$ cat src/rtl/uart_rxq_pkg.sv
`timescale 1ns/1ps
package uart_rxq_pkg;

  typedef enum logic [1:0] {
    TRIG_ONE      = 2'd0,
    TRIG_FOUR     = 2'd1,
    TRIG_EIGHT    = 2'd2,
    TRIG_FOURTEEN = 2'd3
  } rxq_trig_e;

  typedef struct packed {
    logic brk;
    logic ferr;
    logic perr;
  } rxq_flags_t;

  // Entry count at which the fill-level request is due.
  function automatic int unsigned rxq_trig_level(input logic [1:0] sel);
    case (sel)
      TRIG_ONE:   return 1;
      TRIG_FOUR:  return 4;
      TRIG_EIGHT: return 8;
      default:    return 14;
    endcase
  endfunction

  // Four character times of sixteen ticks per bit; zero length counts as one bit.
  function automatic int unsigned rxq_tmo_limit(input int unsigned frame_bits);
    int unsigned f;
    f = (frame_bits == 0) ? 1 : frame_bits;
    return f * 64;
  endfunction

endpackage

$ cat src/rtl/uart_rxq_store.sv
`timescale 1ns/1ps
module uart_rxq_store #(
  parameter int DEPTH = 16,
  parameter int ENT_W = 11
) (
  input  logic                         clk,
  input  logic                         rst_n,
  input  logic                         fifo_en,
  input  logic                         push,
  input  logic [ENT_W-1:0]             wr_ent,
  input  logic                         rd,
  output logic [ENT_W-1:0]             head,
  output logic [$clog2(DEPTH+1)-1:0]   cnt,
  output logic [$clog2(DEPTH+1)-1:0]   cnt_nxt,
  output logic                         wr_ok,
  output logic                         rd_ok,
  output logic                         clr,
  output logic                         ovr
);
  localparam int AW    = $clog2(DEPTH);
  localparam int CNT_W = $clog2(DEPTH+1);

  logic [ENT_W-1:0] mem [DEPTH];
  logic [AW-1:0]    wp, rp;
  logic [CNT_W-1:0] cnt_q;
  logic             en_q;
  logic             ovr_q;
  logic [CNT_W-1:0] cap;
  logic             drop;

  function automatic logic [AW-1:0] ptr_inc(input logic [AW-1:0] p);
    return (p == AW'(DEPTH-1)) ? '0 : p + AW'(1);
  endfunction

  assign cap   = fifo_en ? CNT_W'(DEPTH) : CNT_W'(1);
  assign clr   = fifo_en ^ en_q;
  assign wr_ok = push & (cnt_q < cap) & ~clr;
  assign rd_ok = rd & (cnt_q != '0) & ~clr;
  assign drop  = push & ~wr_ok & ~clr;

  always_comb begin
    if (clr)                cnt_nxt = '0;
    else if (wr_ok & ~rd_ok) cnt_nxt = cnt_q + CNT_W'(1);
    else if (rd_ok & ~wr_ok) cnt_nxt = cnt_q - CNT_W'(1);
    else                    cnt_nxt = cnt_q;
  end

  always_ff @(posedge clk or negedge rst_n) begin
    if (!rst_n) begin
      wp    <= '0;
      rp    <= '0;
      cnt_q <= '0;
      en_q  <= 1'b0;
      ovr_q <= 1'b0;
    end else begin
      en_q  <= fifo_en;
      cnt_q <= cnt_nxt;
      if (clr) begin
        wp <= '0;
        rp <= '0;
      end else begin
        if (wr_ok) wp <= ptr_inc(wp);
        if (rd_ok) rp <= ptr_inc(rp);
      end
      if (drop)             ovr_q <= 1'b1;
      else if (clr | rd_ok) ovr_q <= 1'b0;
    end
  end

  always_ff @(posedge clk) begin
    if (wr_ok) mem[wp] <= wr_ent;
  end

  assign head = mem[rp];
  assign cnt  = cnt_q;
  assign ovr  = ovr_q;
endmodule

$ cat src/rtl/uart_rxq_trig.sv
`timescale 1ns/1ps
module uart_rxq_trig
  import uart_rxq_pkg::*;
#(
  parameter int DEPTH     = 16,
  parameter int DLY_WRITE = 3,
  parameter int DLY_LEVEL = 8
) (
  input  logic                       clk,
  input  logic                       rst_n,
  input  logic                       tick,
  input  logic                       fifo_en,
  input  logic [1:0]                 trig_sel,
  input  logic [$clog2(DEPTH+1)-1:0] cnt,
  output logic                       avail
);
  localparam int CNT_W = $clog2(DEPTH+1);
  localparam int DLY_W = $clog2(((DLY_WRITE > DLY_LEVEL) ? DLY_WRITE : DLY_LEVEL) + 1);

  logic [1:0]       trig_q;
  logic             level_hit;
  logic             level_chg;
  logic             start_evt;
  logic             arming;
  logic [DLY_W-1:0] dly;
  logic             avail_q;

  assign level_hit = fifo_en ? (cnt >= CNT_W'(rxq_trig_level(trig_sel))) : (cnt != '0);
  assign level_chg = (trig_sel != trig_q);
  assign start_evt = level_hit & ~avail_q & ~arming;

  always_ff @(posedge clk or negedge rst_n) begin
    if (!rst_n) begin
      trig_q  <= 2'd0;
      arming  <= 1'b0;
      dly     <= '0;
      avail_q <= 1'b0;
    end else begin
      trig_q <= trig_sel;
      if (!level_hit) begin
        arming  <= 1'b0;
        dly     <= '0;
        avail_q <= 1'b0;
      end else if (start_evt) begin
        if (!fifo_en) begin
          avail_q <= 1'b1;
        end else begin
          arming <= 1'b1;
          dly    <= level_chg ? DLY_W'(DLY_LEVEL) : DLY_W'(DLY_WRITE);
        end
      end else if (arming && tick) begin
        if (dly == DLY_W'(1)) begin
          avail_q <= 1'b1;
          arming  <= 1'b0;
        end
        dly <= dly - DLY_W'(1);
      end
    end
  end

  assign avail = avail_q & level_hit;
endmodule

$ cat src/rtl/uart_rxq_tmo.sv
`timescale 1ns/1ps
module uart_rxq_tmo
  import uart_rxq_pkg::*;
#(
  parameter int FRAME_W = 4
) (
  input  logic               clk,
  input  logic               rst_n,
  input  logic               tick,
  input  logic               fifo_en,
  input  logic               busy,
  input  logic               restart,
  input  logic [FRAME_W-1:0] frame_bits,
  output logic               tmo
);
  localparam int TMO_W = FRAME_W + 6;

  logic [TMO_W-1:0] limit;
  logic [TMO_W-1:0] idle_cnt;
  logic             tmo_q;
  logic             idle_done;

  assign limit     = TMO_W'(rxq_tmo_limit(32'(frame_bits)));
  assign idle_done = (idle_cnt == limit - TMO_W'(1));

  always_ff @(posedge clk or negedge rst_n) begin
    if (!rst_n) begin
      idle_cnt <= '0;
      tmo_q    <= 1'b0;
    end else if (restart || !fifo_en || !busy) begin
      idle_cnt <= '0;
      tmo_q    <= 1'b0;
    end else if (tick && !tmo_q) begin
      if (idle_done) tmo_q    <= 1'b1;
      else           idle_cnt <= idle_cnt + TMO_W'(1);
    end
  end

  assign tmo = tmo_q;
endmodule

$ cat src/rtl/uart_rxq.sv
`timescale 1ns/1ps
module uart_rxq
  import uart_rxq_pkg::*;
#(
  parameter int DEPTH   = 16,
  parameter int CHAR_W  = 8,
  parameter int FRAME_W = 4
) (
  input  logic                       clk,
  input  logic                       rst_n,
  input  logic                       rx_push,
  input  logic [CHAR_W-1:0]          rx_char,
  input  logic                       rx_perr,
  input  logic                       rx_ferr,
  input  logic                       rx_brk,
  input  logic                       tick16,
  input  logic [FRAME_W-1:0]         frame_bits,
  input  logic                       fifo_en,
  input  logic [1:0]                 trig_sel,
  input  logic                       dma_mode,
  input  logic                       host_rd,
  output logic [CHAR_W-1:0]          head_char,
  output logic                       head_perr,
  output logic                       head_ferr,
  output logic                       head_brk,
  output logic [$clog2(DEPTH+1)-1:0] fill,
  output logic                       data_avail,
  output logic                       tmo_req,
  output logic                       overrun,
  output logic                       rxrdy_n
);
  localparam int CNT_W = $clog2(DEPTH+1);
  localparam int ENT_W = CHAR_W + $bits(rxq_flags_t);

  rxq_flags_t       in_flags, out_flags;
  logic [ENT_W-1:0] wr_ent, head_ent;
  logic [CNT_W-1:0] cnt, cnt_nxt;
  logic             wr_ok, rd_ok, clr, ovr;
  logic             avail, tmo;
  logic             dma_req_mode;
  logic             rdy_act;
  logic             hold_q;

  assign in_flags = '{brk: rx_brk, ferr: rx_ferr, perr: rx_perr};
  assign wr_ent   = {in_flags, rx_char};

  uart_rxq_store #(.DEPTH(DEPTH), .ENT_W(ENT_W)) u_store (
    .clk     (clk),
    .rst_n   (rst_n),
    .fifo_en (fifo_en),
    .push    (rx_push),
    .wr_ent  (wr_ent),
    .rd      (host_rd),
    .head    (head_ent),
    .cnt     (cnt),
    .cnt_nxt (cnt_nxt),
    .wr_ok   (wr_ok),
    .rd_ok   (rd_ok),
    .clr     (clr),
    .ovr     (ovr)
  );

  uart_rxq_trig #(.DEPTH(DEPTH)) u_trig (
    .clk      (clk),
    .rst_n    (rst_n),
    .tick     (tick16),
    .fifo_en  (fifo_en),
    .trig_sel (trig_sel),
    .cnt      (cnt),
    .avail    (avail)
  );

  uart_rxq_tmo #(.FRAME_W(FRAME_W)) u_tmo (
    .clk        (clk),
    .rst_n      (rst_n),
    .tick       (tick16),
    .fifo_en    (fifo_en),
    .busy       (cnt != '0),
    .restart    (wr_ok | rd_ok | clr),
    .frame_bits (frame_bits),
    .tmo        (tmo)
  );

  // DMA mode 1: request on either condition, held until the store drains.
  assign dma_req_mode = fifo_en & dma_mode;
  assign rdy_act      = avail | tmo | hold_q;

  always_ff @(posedge clk or negedge rst_n) begin
    if (!rst_n) hold_q <= 1'b0;
    else        hold_q <= dma_req_mode & rdy_act & (cnt_nxt != '0);
  end

  assign out_flags  = rxq_flags_t'(head_ent[ENT_W-1:CHAR_W]);
  assign head_char  = head_ent[CHAR_W-1:0];
  assign head_perr  = out_flags.perr;
  assign head_ferr  = out_flags.ferr;
  assign head_brk   = out_flags.brk;
  assign fill       = cnt;
  assign data_avail = avail;
  assign tmo_req    = tmo;
  assign overrun    = ovr;
  assign rxrdy_n    = dma_req_mode ? ~rdy_act : (cnt == '0);
endmodule

$ cat config.mk
export PLATFORM = sky130hd
export DESIGN_NAME = uart_rxq
export DESIGN_NICKNAME = d
export VERILOG_FILES = /design/src/rtl/uart_rxq_pkg.sv /design/src/rtl/uart_rxq_store.sv /design/src/rtl/uart_rxq_trig.sv /design/src/rtl/uart_rxq_tmo.sv /design/src/rtl/uart_rxq.sv
export SDC_FILE = /design/constraint.sdc
export NUM_CORES = 1
export LEC_CHECK = 0
export ABC_CLOCK_PERIOD_IN_PS = 5200
export BUFFER_PORTS_ARGS = -buffer_cell sky130_fd_sc_hd__buf_2
export CORE_MARGIN = 2
export CORE_UTILIZATION = 40
export CTS_CLUSTER_DIAMETER = 30
export CTS_CLUSTER_SIZE = 16
export DETAILED_ROUTE_END_ITERATION = 8
export HOLD_SLACK_MARGIN = 0.12
export MAX_ROUTING_LAYER = met4
export SKIP_LAST_GASP = 1
export SLEW_MARGIN = 10
export SYNTH_ARGS = -nofsm -noshare
export SYNTH_HDL_FRONTEND = slang
export SYNTH_HIERARCHICAL = 1
export SYNTH_SLANG_ARGS = --single-unit
$ cat constraint.sdc
create_clock -name clk -period 5.2 [get_ports clk]
set_clock_uncertainty 0.05 [all_clocks]
set_input_delay 0 -clock clk [delete_from_list [all_inputs] [get_ports clk]]
set_output_delay 0 -clock clk [all_outputs]
set_load 0.03 [all_outputs]
==> results of run 1 <==
area by class of cell:
| type | instances | share of cell area |
|---|---|---|
| Clock inverter | 27 | 0.0320 |
| Clock buffer | 47 | 0.0943 |
| Multi-Input combinational cell | 274 | 0.248 |
| Tap cell | 285 | 0.0312 |
| Sequential cell | 211 | 0.539 |
| Timing Repair Buffer | 79 | 0.0485 |
| Inverter | 24 | 0.00787 |
critical path: stages (launching register included):
cell and delay, ns:
dfrtp_1 0.36, xnor2_1 0.47, inv_1 0.46, or4_1 0.64
nor2_1 0.86
logic make-up after synthesis:
family / count (synthesis) / share of synthesized area
AND/OR/NAND/NOR: 122 / 0.0763
multiplexers: 64 / 0.146
flip-flops: 211 / 0.675
XOR/XNOR: 9 / 0.00863
buffers and inverters: 48 / 0.0212
AO/OA/AOI/OAI: 63 / 0.0519
adder cells (fa/ha/maj): 16 / 0.0218
through the flow:
step           power (mW)  area, um^2  hold slack (ns)
2_1_floorplan        2.75        9130           -0.346
3_3_place_gp         2.97        9750           0.0863
3_5_place_dp         3.00        9750           0.0943
4_1_cts              5.77       11400            0.127
5_1_grt              5.93       11400            0.155
6_report             5.69       11400            0.145
placed cells by master, fill, tap and decap left out, types with 9 or more instances in the layout:
cell           instances
mux4_2                55
inv_1                 24
ha_1                  15
buf_2                 43
nor2_1                21
a21oi_1               18
edfxtp_1             176
nand2_1               25
o21ai_0                9
dlygate4sd3_1         23
clkbuf_16             42
buf_4                 12
dfrtp_1               33
worst min-delay path by stage:
stage | endpoint | slack (ns) | depth (start not counted)
2_1_floorplan | hold_q$_DFF_PN0_ | -0.35 | 0
3_3_place_gp | u_tmo/idle_cnt[7]$_DFFE_PN0P_ | 0.09 | 1
3_5_place_dp | u_tmo/idle_cnt[7]$_DFFE_PN0P_ | 0.09 | 1
4_1_cts | u_trig/trig_q[0]$_DFF_PN0_ | 0.13 | 2
5_1_grt | u_trig/trig_q[0]$_DFF_PN0_ | 0.16 | 2
6_report | u_trig/trig_q[0]$_DFF_PN0_ | 0.15 | 2
power by group through the flow:
stage	Combinational (mW)	Sequential (mW)	Clock, mW
after floorplan	0.751	2.00	0
after detailed placement	0.989	2.01	0
final	0.996	1.98	2.72
after global placement	0.966	2.01	0
after global routing	1.09	1.99	2.85
after CTS	1.01	1.98	2.77
registers in the layout (all words and copies together), names as in the netlist:
name            flops
u_trig/arming       1
u_trig/trig_q       2
u_store/wp          4
u_trig/avail_q      1
u_store/rp          4
u_tmo/idle_cnt     10
u_store/ovr         1
u_store/en_q        1
u_tmo/tmo           1
u_trig/dly          4
hold_q              1
u_store/cnt         5
u_store/mem       176
metal layers:
| layer | wire length (um) | part of all wire | vias up | track usage |
|---|---|---|---|---|
| met2 | 9390 | 0.49 | 155 | 0.276 |
| met4 | 680 | 0.035 | 0 | 0.0653 |
| met5 | 0 | 0 | - | - |
| li1 | - | - | 2347 | - |
| met3 | 1090 | 0.057 | 49 | 0.0407 |
| met1 | 8110 | 0.42 | 2632 | 0.208 |
==> run_results.csv, run 1 <==
group,metric,value,unit
global_route,antenna_found_initial,0,
global_route,grt_overflow,0,
clock_tree,clock_sinks,211,
layout,n_fill_cell,1842,
timing,rsz0062_at_grt,"false",
layout,fin_cells,947,
synth,ys_warn_count,6,
synth,async_reset_ff_frac,0.166,
timing,setup_viol,0,
synth,synthCells,533,
setup_path,r2r_end,"u_store/mem[5][6]$_DFFE_PP_",
synth,netlist_top_cells_area,"edfxtp_1 58%, mux4_2 14%, dfrtp_1 9.6%, ha_1 2.1%, a21oi_1 1.0%",
die,dieArea,24100,um^2
timing,drv_slew,0,
placement,portBuffers,43,
global_route,grt_max_degree,36,
placement,post-dp-hpwl,11.4,mm
synth,ys_types,71,
power,total_leakage_power,4.01,nW
timing,max_freq,0.309,GHz
setup_path,crit_path_end,"u_store/mem[5][6]$_DFFE_PP_",
global_route,grt.total_usage,0.170,
setup_path,r2r_slack,1.97,ns
layout,antenna_cells,0,
outcome,run_status,"finished, final reports clean",
die,core_area,22500,um^2
setup_path,crit_path_end_kind,"flop",
synth,synth_ff_type,"edfxtp_1",
die,die_h,155,um
power,internal_power,4.19,mW
timing,worst_slew_pin_slew,1.11,ns
synth,post-synth-top-area-cell,"edfxtp_1",
timing,period_share,0.622,
global_route,grt_pass1_wl,29.7,mm
run,cap_violations,0,
placement,gp_congestion,0.830,
clock_tree,cts.clk_slew.worst_paths,0.04,ns
routing,vias_per_cell,5.47,
die,ios,44,
layout,postLayoutCoreUtil,0.509,
clock_tree,insertion_delay,0.52,ns
placement,dp.cells,849,
setup_path,reg2reg_depth,4,
power,switching_power,1.50,mW
clock_tree,cts_tree,"yes",
synth,synth_nets,572,
routing,drt-initial-drc-count,240,
synth,yosys_register_bits,211,
setup_path,worstPathRequired,5.28,ns
die,die_w,155,um
routing,vias,5183,
worst_hold_path,worstHoldStart,"trig_sel[0]",
die,start_util,0.406,
layout,synthToLayoutAreaGrowth,25.3,%
clock_tree,cts_hold_buf,24,
routing,drt-pass1-iter-count,7,
setup_path,r2r-start,"u_store/en_q$_DFF_PN0_",
timing,setup_ws,1.97,ns
timing,hold_violations,0,
timing,finalSetupTns,0,ns
routing,ant_nets,0,
placement,pre_cts_slack,1.95,ns
die,rows,55,
setup_path,cp-start-kind,"flop",
clock_tree,root_buffer,"clkbuf_16",
synth,synth.most_common_cell,"edfxtp_1",
routing,wl_per_cell,20.3,um
power,clkPwrFrac,0.477,
layout,final_layout_size_suffix_gt1_frac,0.323,
synth,syn_area,9130,um^2
routing,drc,0,
power,seq_power_share,0.348,
power,cellPowerDensity,498,nW/um^2
timing,finalCriticalPeriod,3.23,ns
clock_tree,clockBufferDepth,3,
timing,maxSlewHeadroom,0.260,
layout,multiInputGateArea,2830,um^2
clock_tree,cts_setup_buffers,0,
worst_hold_path,hold_class,"in2reg",
global_route,grt_pass1_vias,5304,
setup_path,path_max_fanout,20,
routing,wirelength,19.3,mm
layout,layout.nets,670,
layout,seq_area,6160,um^2
clock_tree,h-tree-depth,2,
synth,avgSynthCellArea,17.1,um^2
synth,synth_top_area_frac,0.579,
power,peakVddDrop,323,uV
power,power_frac_comb,0.175,
setup_path,arrival,3.32,ns
clock_tree,cts_resized,0,
power,p_sw_frac,0.264,
setup_path,setup.worst_path.start,"u_store/en_q$_DFF_PN0_",
synth,synth_common_cells,"176 x edfxtp_1, 55 x mux4_2, 35 x dfrtp_1",
setup_path,worst-setup-path-type,"reg2reg",
synth,yosysSeqAreaShare,0.675,
clock_tree,cts_buffers,41,
synth,synth-edff-count,176,
Power figures use the tool's default switching activity.
==> run 2, diff against run 1 <==
--- a/config.mk
+++ b/config.mk
@@ -5,7 +5,7 @@
 export SDC_FILE = /design/constraint.sdc
 export NUM_CORES = 1
 export LEC_CHECK = 0
-export ABC_CLOCK_PERIOD_IN_PS = 5200
+export ABC_CLOCK_PERIOD_IN_PS = 3190
 export BUFFER_PORTS_ARGS = -buffer_cell sky130_fd_sc_hd__buf_2
 export CORE_MARGIN = 2
 export CORE_UTILIZATION = 40
==> constraint.sdc (replaced) <==
create_clock -name clk -period 3.19 [get_ports clk]
set_clock_uncertainty 0.05 [all_clocks]
set_input_delay 0 -clock clk [delete_from_list [all_inputs] [get_ports clk]]
set_output_delay 0 -clock clk [all_outputs]
set_load 0.03 [all_outputs]
==> run 2 against run 1 <==
  * First-iteration DRC count grew 31%
  * Die area unchanged
  * Utilization up 1.4 points
  * Sequential share of layout area shrank 1.4 points
  * Clock-buffer cell count shrank 2
  * Routed wire length up 3.6%
==> run_results.csv, run 2 (synthesized netlist as in run 1, its figures left out) <==
group,metric,value,unit
timing,max_freq,0.350,GHz
power,p_total,9.51,mW
die,rows,55,
layout,seq_area,6160,um^2
routing,vias,5300,
layout,final_cell_mix,"176 x edfxtp_1, 55 x mux4_2, 44 x clkbuf_16",
routing,ant_nets,0,
setup_path,arrival,2.81,ns
setup_path,cpPeakStageDelay,0.62,ns
timing,finalCriticalPeriod,2.86,ns
layout,postLayoutCoreUtil,0.522,
power,internal_power,6.95,mW
power,seq_power_share,0.339,
clock_tree,insertion_delay,0.52,ns
global_route,grt_pass1_wl,31.2,mm
die,ios,44,
placement,post-dp-hpwl,12.0,mm
power,p_sw_frac,0.270,
timing,setup_viol,0,
outcome,run_status,"finished, final reports clean",
routing,drc,0,
timing,maxSlewHeadroom,0.435,
layout,fin_area,11800,um^2
setup_path,r2r-start,"u_store/cnt[0]$_DFF_PN0_",
clock_tree,clock_sinks,211,
die,start_util,0.406,
setup_path,r2r_slack,0.55,ns
setup_path,worst-setup-path-type,"reg2out",
timing,finalSetupTns,0,ns
power,cellPowerDensity,809,nW/um^2
setup_path,path_max_fanout,13,
power,power_frac_comb,0.179,
setup_path,setup.worst_path.start,"u_store/cnt[2]$_DFF_PN0_",
setup_path,crit_path_end_kind,"output pin",
timing,rsz0062_at_grt,"false",
run,cap_violations,0,
setup_path,reg2reg_depth,10,
setup_path,cp-start-kind,"flop",
global_route,grt_overflow,0,
layout,multiInputGateArea,2840,um^2
die,core_area,22500,um^2
routing,wirelength,20.0,mm
layout,n_fill_cell,1827,
global_route,grt.total_usage,0.177,
placement,portBuffers,43,
placement,place_area,9970,um^2
die,die_h,155,um
routing,wl_per_cell,20.4,um
layout,largest_register,"u_store/mem",
routing,drt-pass1-iter-count,4,
clock_tree,h-tree-depth,2,
timing,hold_violations,0,
die,dieArea,24100,um^2
placement,gp_congestion,0.795,
setup_path,crit_path_end,"rxrdy_n",
layout,largest_reg_flops,176,
timing,period_share,0.896,
setup_path,path_cells,"or4_4, nor3_1, o21bai_2, nor2_1, nor3_2, a22o_1, buf_2",
global_route,grt_max_degree,39,
clock_tree,cts_tree,"yes",
clock_tree,cts.clk_slew.worst_paths,0.05,ns
power,peakVddDrop,476,uV
layout,antenna_cells,0,
global_route,antenna_found_initial,0,
power,total_leakage_power,4.19,nW
routing,drt-initial-drc-count,314,
routing,vias_per_cell,5.41,
power,switching_power,2.57,mW
setup_path,worstPathRequired,3.14,ns
layout,layout.nets,698,
clock_tree,root_buffer,"clkbuf_16",
timing,worst_slew_pin_slew,0.848,ns
timing,drv_slew,0,
die,die_w,155,um
layout,final_common_cell,"edfxtp_1",
layout,final_layout_size_suffix_gt1_frac,0.358,
setup_path,r2r_end,"u_tmo/idle_cnt[2]$_DFFE_PN0P_",
layout,synthToLayoutAreaGrowth,28.7,%
clock_tree,cts_buffers,44,
setup_path,crit_path_top_delay_cell,"or4_4",
worst_hold_path,hold_class,"in2reg",
clock_tree,clockBufferDepth,3,
power,clkPwrFrac,0.482,
global_route,grt_pass1_vias,5590,
run 2: power by group through the flow:
| stage | Combinational, mW | Clock (mW) | Sequential, mW |
|---|---|---|---|
| after floorplan | 1.22 | 0 | 3.25 |
| final | 1.70 | 4.59 | 3.22 |
| after global placement | 1.66 | 0 | 3.26 |
| after global routing | 1.87 | 4.81 | 3.24 |
| after detailed placement | 1.69 | 0 | 3.27 |
| after CTS | 1.72 | 4.67 | 3.22 |
run 2: metal layers:
layer	part of all wire	vias to the layer above	global-route usage
met5	0	-	-
met4	0.029	0	0.0675
met3	0.054	45	0.0331
met2	0.50	152	0.290
met1	0.42	2689	0.220
li1	-	2414	-
run 2: final cells by class:
type / count / share of cell area
multi-input combinational: 274 / 0.241
inverter: 24 / 0.00767
tap: 285 / 0.0303
sequential: 211 / 0.524
clock buffer: 45 / 0.0940
clock inverter: 37 / 0.0357
timing repair buffer: 104 / 0.0664
run 2: how the worst min path moves through the flow:
stage	cells after the start	startpoint	slack, ns	end
CTS	2	trig_sel[1]	0.14	u_trig/trig_q[1]$_DFF_PN0_
floorplan	0	rst_n	-0.35	hold_q$_DFF_PN0_
global route	2	trig_sel[0]	0.15	u_trig/trig_q[0]$_DFF_PN0_
global placement	1	rst_n	0.09	u_tmo/idle_cnt[7]$_DFFE_PN0P_
detailed placement	1	rst_n	0.10	u_tmo/idle_cnt[7]$_DFFE_PN0P_
finish	2	trig_sel[1]	0.14	u_trig/trig_q[1]$_DFF_PN0_
run 2: what timing repair did:
item                                    in CTS  in global routing
buffers inserted                             0                  0
hold buffers                                24                  0
endpoints found under the setup margin       0                  1
resized for setup                            0                  1
hold endpoints to repair                   242                  0
run 2: through the flow:
step / hold slack (ns) / setup slack, ns / std cells
after floorplan: -0.346 / -0.0170 / 533
after global placement: 0.0870 / 0.639 / 874
after detailed placement: 0.100 / 0.538 / 874
after CTS: 0.137 / 0.175 / 980
after global routing: 0.152 / 0.178 / 980
final: 0.142 / 0.330 / 980
run 2: worst max-delay path: cells and delay by family, from the launching register on:
family / cells / cell delay (ns)
simple gates: 4 / 1.18
flops: 1 / 0.52
compound gates: 2 / 0.40
buf+inv: 1 / 0.19
